`config.mk`:
```
export PLATFORM = sky130hd
export DESIGN_NAME = irq_vector_ctrl
export DESIGN_NICKNAME = d
export VERILOG_FILES = /design/src/rtl/irqc_pkg.sv /design/src/rtl/irqc_edge.sv /design/src/rtl/irqc_regs.sv /design/src/rtl/irqc_arb.sv /design/src/rtl/irq_vector_ctrl.sv
export SDC_FILE = /design/constraint.sdc
export NUM_CORES = 1
export LEC_CHECK = 0
export BUFFER_PORTS_ARGS = -buffer_cell sky130_fd_sc_hd__clkbuf_2
export CAP_MARGIN = 15
export CORE_ASPECT_RATIO = 1.1
export CORE_MARGIN = 2
export CORE_UTILIZATION = 30
export CTS_CLUSTER_DIAMETER = 120
export CTS_CLUSTER_SIZE = 24
export DETAILED_ROUTE_END_ITERATION = 10
export HOLD_SLACK_MARGIN = 0.05
export PLACE_DENSITY = 0.65
export SKIP_LAST_GASP = 1
export SLEW_MARGIN = 10
export SYNTH_ARGS = -nofsm -noshare
export SYNTH_HDL_FRONTEND = slang
export SYNTH_HIERARCHICAL = 1
export SYNTH_SLANG_ARGS = --single-unit
```
`constraint.sdc`:
```
create_clock -name clk -period 1.24 [get_ports clk]
set_clock_uncertainty 0.15 [all_clocks]
set_input_delay 0.062 -clock clk [delete_from_list [all_inputs] [get_ports clk]]
set_output_delay 0.062 -clock clk [all_outputs]
set_load 0.005 [all_outputs]
```
`src/rtl/irqc_pkg.sv`:
```
package irqc_pkg;

    // number of request sources, fixed by the control word layout
    localparam int NSRC       = 3;
    localparam int CTRL_W     = 8;
    localparam int MEN_BIT    = 0;
    localparam int EN_LSB     = 1;
    localparam int FLAG_LSB   = EN_LSB + NSRC;
    localparam int USED_BITS  = FLAG_LSB + NSRC;
    localparam int VEC_STRIDE = 4;

    typedef enum logic [1:0] {
        SRC_EXT = 2'd0,
        SRC_TM0 = 2'd1,
        SRC_TM1 = 2'd2
    } src_e;

    typedef struct packed {
        logic [NSRC-1:0] flag;
        logic [NSRC-1:0] en;
        logic            men;
    } ctrl_t;

    // vector address for source index idx: 4, 8, 12 ...
    function automatic int vec_addr(input int idx);
        return (idx + 1) * VEC_STRIDE;
    endfunction

    function automatic logic [CTRL_W-1:0] ctrl_to_word(input ctrl_t c);
        logic [CTRL_W-1:0] w;
        w = '0;
        w[MEN_BIT]              = c.men;
        w[EN_LSB +: NSRC]       = c.en;
        w[FLAG_LSB +: NSRC]     = c.flag;
        return w;
    endfunction

endpackage

```
`src/rtl/irqc_edge.sv`:
```
module irqc_edge (
    input  logic clk,
    input  logic rst,
    input  logic pin_n,
    output logic fall
);
    logic last_q;

    always_ff @(posedge clk) begin
        if (rst) last_q <= 1'b1;
        else     last_q <= pin_n;
    end

    assign fall = last_q & ~pin_n;

endmodule

```
`src/rtl/irqc_regs.sv`:
```
module irqc_regs
    import irqc_pkg::*;
(
    input  logic              clk,
    input  logic              rst,
    input  logic              wr,
    input  logic [CTRL_W-1:0] wdata,
    input  logic [NSRC-1:0]   hw_set,
    input  logic              take,
    input  logic [NSRC-1:0]   take_sel,
    output ctrl_t             ctrl,
    output logic [CTRL_W-1:0] rdata
);
    ctrl_t ctrl_q, ctrl_d;
    logic [NSRC-1:0] flag_base;

    always_comb begin
        ctrl_d    = ctrl_q;
        flag_base = ctrl_q.flag;
        if (wr) begin
            ctrl_d.men = wdata[MEN_BIT];
            ctrl_d.en  = wdata[EN_LSB +: NSRC];
            flag_base  = wdata[FLAG_LSB +: NSRC];
        end
        if (take) begin
            ctrl_d.men = 1'b0;
            flag_base  = flag_base & ~take_sel;
        end
        ctrl_d.flag = flag_base | hw_set;
    end

    always_ff @(posedge clk) begin
        if (rst) ctrl_q <= '0;
        else     ctrl_q <= ctrl_d;
    end

    assign ctrl  = ctrl_q;
    assign rdata = ctrl_to_word(ctrl_q);


    men_cleared_on_take_chk: assert property (@(posedge clk) disable iff (rst)
        take |=> !ctrl_q.men);


    idle_keeps_state_chk: assert property (@(posedge clk) disable iff (rst)
        (!take && !wr && hw_set == '0) |=> $stable(ctrl_q));

    generate
        for (genvar i = 0; i < NSRC; i++) begin : g_flag_chk

            hw_set_wins_chk: assert property (@(posedge clk) disable iff (rst)
                hw_set[i] |=> ctrl_q.flag[i]);


            served_flag_clear_chk: assert property (@(posedge clk) disable iff (rst)
                (take && take_sel[i] && !hw_set[i]) |=> !ctrl_q.flag[i]);
        end
    endgenerate

endmodule

```
`src/rtl/irqc_arb.sv`:
```
module irqc_arb
    import irqc_pkg::*;
#(
    parameter int PC_W = 11
) (
    input  logic              clk,
    input  logic              rst,
    input  ctrl_t             ctrl,
    input  logic              stack_full,
    output logic [NSRC-1:0]   grant,
    output logic              req,
    output logic [PC_W-1:0]   vector,
    output logic              wake
);
    logic [NSRC-1:0] pend;
    logic            any_pend;

    assign pend = ctrl.en & ctrl.flag;

    // lowest index wins
    always_comb begin
        grant    = '0;
        any_pend = 1'b0;
        for (int i = 0; i < NSRC; i++) begin
            if (!any_pend && pend[i]) begin
                grant[i] = 1'b1;
                any_pend = 1'b1;
            end
        end
    end

    assign req  = ctrl.men & any_pend & ~stack_full;
    assign wake = |pend;

    always_comb begin
        vector = '0;
        for (int i = 0; i < NSRC; i++) begin
            if (req && grant[i]) vector = PC_W'(vec_addr(i));
        end
    end


    single_grant_chk: assert property (@(posedge clk) disable iff (rst)
        req |-> $onehot(grant));


    no_req_when_full_chk: assert property (@(posedge clk) disable iff (rst)
        stack_full |-> (vector == '0));

endmodule

```
`src/rtl/irq_vector_ctrl.sv`:
```
module irq_vector_ctrl
    import irqc_pkg::*;
#(
    parameter int PC_W = 11
) (
    input  logic              clk,
    input  logic              rst,
    input  logic              ext_int_n,
    input  logic              tmr0_ovf,
    input  logic              tmr1_ovf,
    input  logic              stack_full,
    input  logic              reg_wr,
    input  logic [7:0]        reg_wdata,
    output logic [7:0]        reg_rdata,
    input  logic              irq_ack,
    output logic              irq_req,
    output logic [PC_W-1:0]   irq_vector,
    output logic              wake_req
);
    logic            ext_fall;
    logic [NSRC-1:0] hw_set;
    logic [NSRC-1:0] grant;
    logic            take;
    ctrl_t           ctrl;

    irqc_edge u_edge (
        .clk   (clk),
        .rst   (rst),
        .pin_n (ext_int_n),
        .fall  (ext_fall)
    );

    always_comb begin
        hw_set          = '0;
        hw_set[SRC_EXT] = ext_fall;
        hw_set[SRC_TM0] = tmr0_ovf;
        hw_set[SRC_TM1] = tmr1_ovf;
    end

    assign take = irq_req & irq_ack;

    irqc_regs u_regs (
        .clk      (clk),
        .rst      (rst),
        .wr       (reg_wr),
        .wdata    (reg_wdata),
        .hw_set   (hw_set),
        .take     (take),
        .take_sel (grant),
        .ctrl     (ctrl),
        .rdata    (reg_rdata)
    );

    irqc_arb #(.PC_W(PC_W)) u_arb (
        .clk        (clk),
        .rst        (rst),
        .ctrl       (ctrl),
        .stack_full (stack_full),
        .grant      (grant),
        .req        (irq_req),
        .vector     (irq_vector),
        .wake       (wake_req)
    );

endmodule

```
==> key figures <==
Placement
  • HPWL Detailed: about 1000 um
  • GPL Wtd Cong: between 0.7 and 0.8
  • Buffers on Ports: 25

Clocking
  • Worst-case clock buffer depth: 2
  • Clk pin slew, worst setup/hold paths: 0.06 ns
  • Htree depth: 1
  • Clock Root Buffer: clkbuf_4
  • Clock Sinks: 8
  • CTS tree: built
  • Clk Latency, worst-skew pair: 0.25 ns
  • TritonCTS Buffers: 3

Route
  • Detail Route Antenna Nets: 0
  • Vias: 559
  • Via-to-Cell Ratio: roughly 4.5
  • Initial DRT Pass Iterations: 4
  • Drt initial violations: 3
  • Wire length per cell: 10.96 um
  • Final WL: 1370 um
  • Post-route DRC: 0

Synth
  • Top cells by area, synth: dfxtp_1, buf_4, mux2i_1
  • Mapped Area: 569.3 sq um
  • Post-synthesis compound-gate area fraction: 10.11%
  • Synth warn: 6
  • Leading area contributor after synthesis: dfxtp_1
  • Portion of netlist area occupied by mux cells: 12.31%
  • Yosys top cell area share: between 20% and 30%
  • Distinct cell type count after synthesis: 24
  • Simple-gate portion of the synthesized area: 21.10%
  • Synth Area in Adders: 0%
  • Xor/xnor share of the synthesized area: 0%
  • Flops & latches, synth: 8
  • Main combinational cell family by area after synthesis: buffers and inverters
  • Register area share after synthesis: 28.13%
  • Mean Syn Cell Area: 8.895 sq um
  • Cell count after synthesis: 64

Critical path
  • CP Class: reg -> out
  • WP buf/inv: 2
  • Startpoint Class: flop
  • Endpoint class of the critical path: output port
  • Crit-path max cell delay: 0.35 ns
  • Peak fanout along the critical path: 2
  • Arr. time, crit path: approximately 1.2 ns
  • Delay-heaviest family, CP: flip-flops
  • Worst EP required: ~1 ns
  • CP cell instances: nand2_4 -> buf_6 -> a211oi_2 -> buf_2
  • Crit path launch: u_regs/ctrl[3]
  • Crit-path slowest cell: dfxtp_2
  • Reg2reg start: u_regs/ctrl[3]

Power and ir drop
  • Leak: roughly 0.52 nW
  • Power Density: 728.9 nW/um^2
  • Worst vdd ir: approximately 0.31 mV

GRT
  • Vias in the first global route: 538
  • Largest net degree at the start of global routing: 9
  • Initial antenna violation count: 0
  • GRT Overall Usage: 13.27%
  • Global-route wire length before repair: 2132 um
  • Gr ovfl total: 0

Layout
  • Antenna Cells: 0
  • Most frequent cells in the layout: clkbuf_2, dlygate4sd3_1, conb_1
  • Fill count: 167
  • Most common cell after layout, fill and taps aside: clkbuf_2
  • Footprint of the multi-input gates: 335.3 sq um
  • Finished Core Util: 52.53%
  • Seq. cell area: roughly 170 sq um
  • Final nets: approximately 130
  • Area grow syn2layout: 64.40%
  • Ratio of cells with drive above 1 in the final layout: 57.94%

STA
  • F_max: 722.2 MHz
  • Endpoints failing hold: 0
  • Worst Setup Slack, final: -0.1447 ns
  • Tmin final: 1.385 ns
  • Period utilisation layout: 111.7%
  • Setup TNS: -0.4965 ns
  • Setup violators final: 7
  • RSZ-0062 raised after global routing: yes
  • Final Max Tran Viols: 0

Worst hold path
  • Hold Crit Class: in -> reg
  • Hold path start: reg_wr

Die
  • # rows: 16
  • Die Y-Extent: 49.69 um
  • Die X: 45.54 um
  • Die area: 2262 sq um
  • Initial Utilization: 31.95%
  • I/O pins: 37
  • Core Box Area: 1782 sq um

Outcome
  • Failing checks: negative setup slack
  • Status: finished with violations

Job
  • Max-cap violations: 0
[registers in the layout, indices dropped and copies added (netlist names)]
| register | flops |
|---|---|
| u_edge/last_q | 1 |
| u_regs/ctrl | 7 |
[routing by layer]
metal / vias up / track usage (%) / part of all wire [%]
met4: 0 / 5.882 / 1.1
met5: - / 0 / 0
met2: 36 / 24.65 / 53
li1: 273 / - / -
met3: 2 / 3.297 / 9.9
met1: 248 / 12.92 / 36
[worst reg2reg max path, delay by kind of cell, from the launching register on]
family	cells	cell delay (ns)
AND/OR/NAND/NOR	3	0.42
AO/OA/AOI/OAI	2	0.16
flip-flops	1	0.35
buffers and inverters	1	0.12
[cell usage after synthesis]
| master | number |
|---|---|
| nand2_1 | 1 |
| nand2_2 | 3 |
| nor2_1 | 5 |
| nand3_2 | 1 |
| dfxtp_1 | 8 |
| a211oi_2 | 1 |
| nor2b_1 | 1 |
| a21oi_2 | 1 |
| a221oi_2 | 1 |
| conb_1 | 2 |
| a211oi_1 | 2 |
| nand2b_4 | 1 |
| mux2i_1 | 7 |
| inv_2 | 1 |
| or2_1 | 1 |
| nand3_1 | 1 |
| and2_1 | 1 |
| a31oi_1 | 1 |
| and3b_1 | 2 |
| buf_4 | 17 |
| buf_6 | 1 |
| inv_1 | 3 |
| nor3_1 | 1 |
| and2b_2 | 1 |
[power by group]
part           leakage (nW)  switching (mW)  internal (mW)
logic                 0.437          0.0773          0.113
registers            0.0684          0.0159          0.276
clock network        0.0138          0.0884          0.111
[final cells by class]
type / count / area share (%)
Tap cell: 18 / 2.406
Timing Repair Buffer: 50 / 39.57
Clock buffer: 3 / 2.406
Multi-Input combinational cell: 42 / 35.83
Sequential cell: 8 / 18.18
Inverter: 4 / 1.604
[timing repair]
item / 4_1_cts / 5_1_grt
gates resized for setup: 7 / 5
setup buffers: 4 / 0
hold endpoints to repair: 8 / 0
pin swaps: 8 / 6
hold buffers: 12 / 0
endpoints found under the setup margin: 5 / 8
[metrics by stage]
| stage | setup WS [ns] | power (mW) | instances | instance area (sq um) | hold WS [ns] |
|---|---|---|---|---|---|
| 6_report | -0.1447 | 0.6822 | 125 | 935.9 | 0.1255 |
| 5_1_grt | -0.1839 | 0.7228 | 125 | 935.9 | 0.1594 |
| 4_1_cts | -0.1540 | 0.6866 | 125 | 923.4 | 0.1289 |
| 3_5_place_dp | -0.03754 | 0.4387 | 106 | 711.9 | 0.1186 |
| 3_3_place_gp | 0.02310 | 0.4339 | 106 | 711.9 | 0.1084 |
| 2_1_floorplan | 0.002038 | 0.4083 | 72 | 635.6 | -0.02917 |
[cells by family (layout without fill, tap and decap cells)]
kind of cell    Yosys count  in the layout
simple gates             19             19
mux                       7              7
flops                     8              8
compound gates            6              6
other cells               2             10
buf+inv                  22             57
[final timing paths]
check / to / slack, ns / cells after the start
max reg2reg: u_regs/ctrl[4] / -0.09 / 6
max: irq_vector[3] / -0.14 / 4
min reg2reg: u_regs/ctrl[2] / 0.40 / 2
min: u_regs/ctrl[1] / 0.13 / 3
Note: power is estimated with default switching activity, not from simulation.
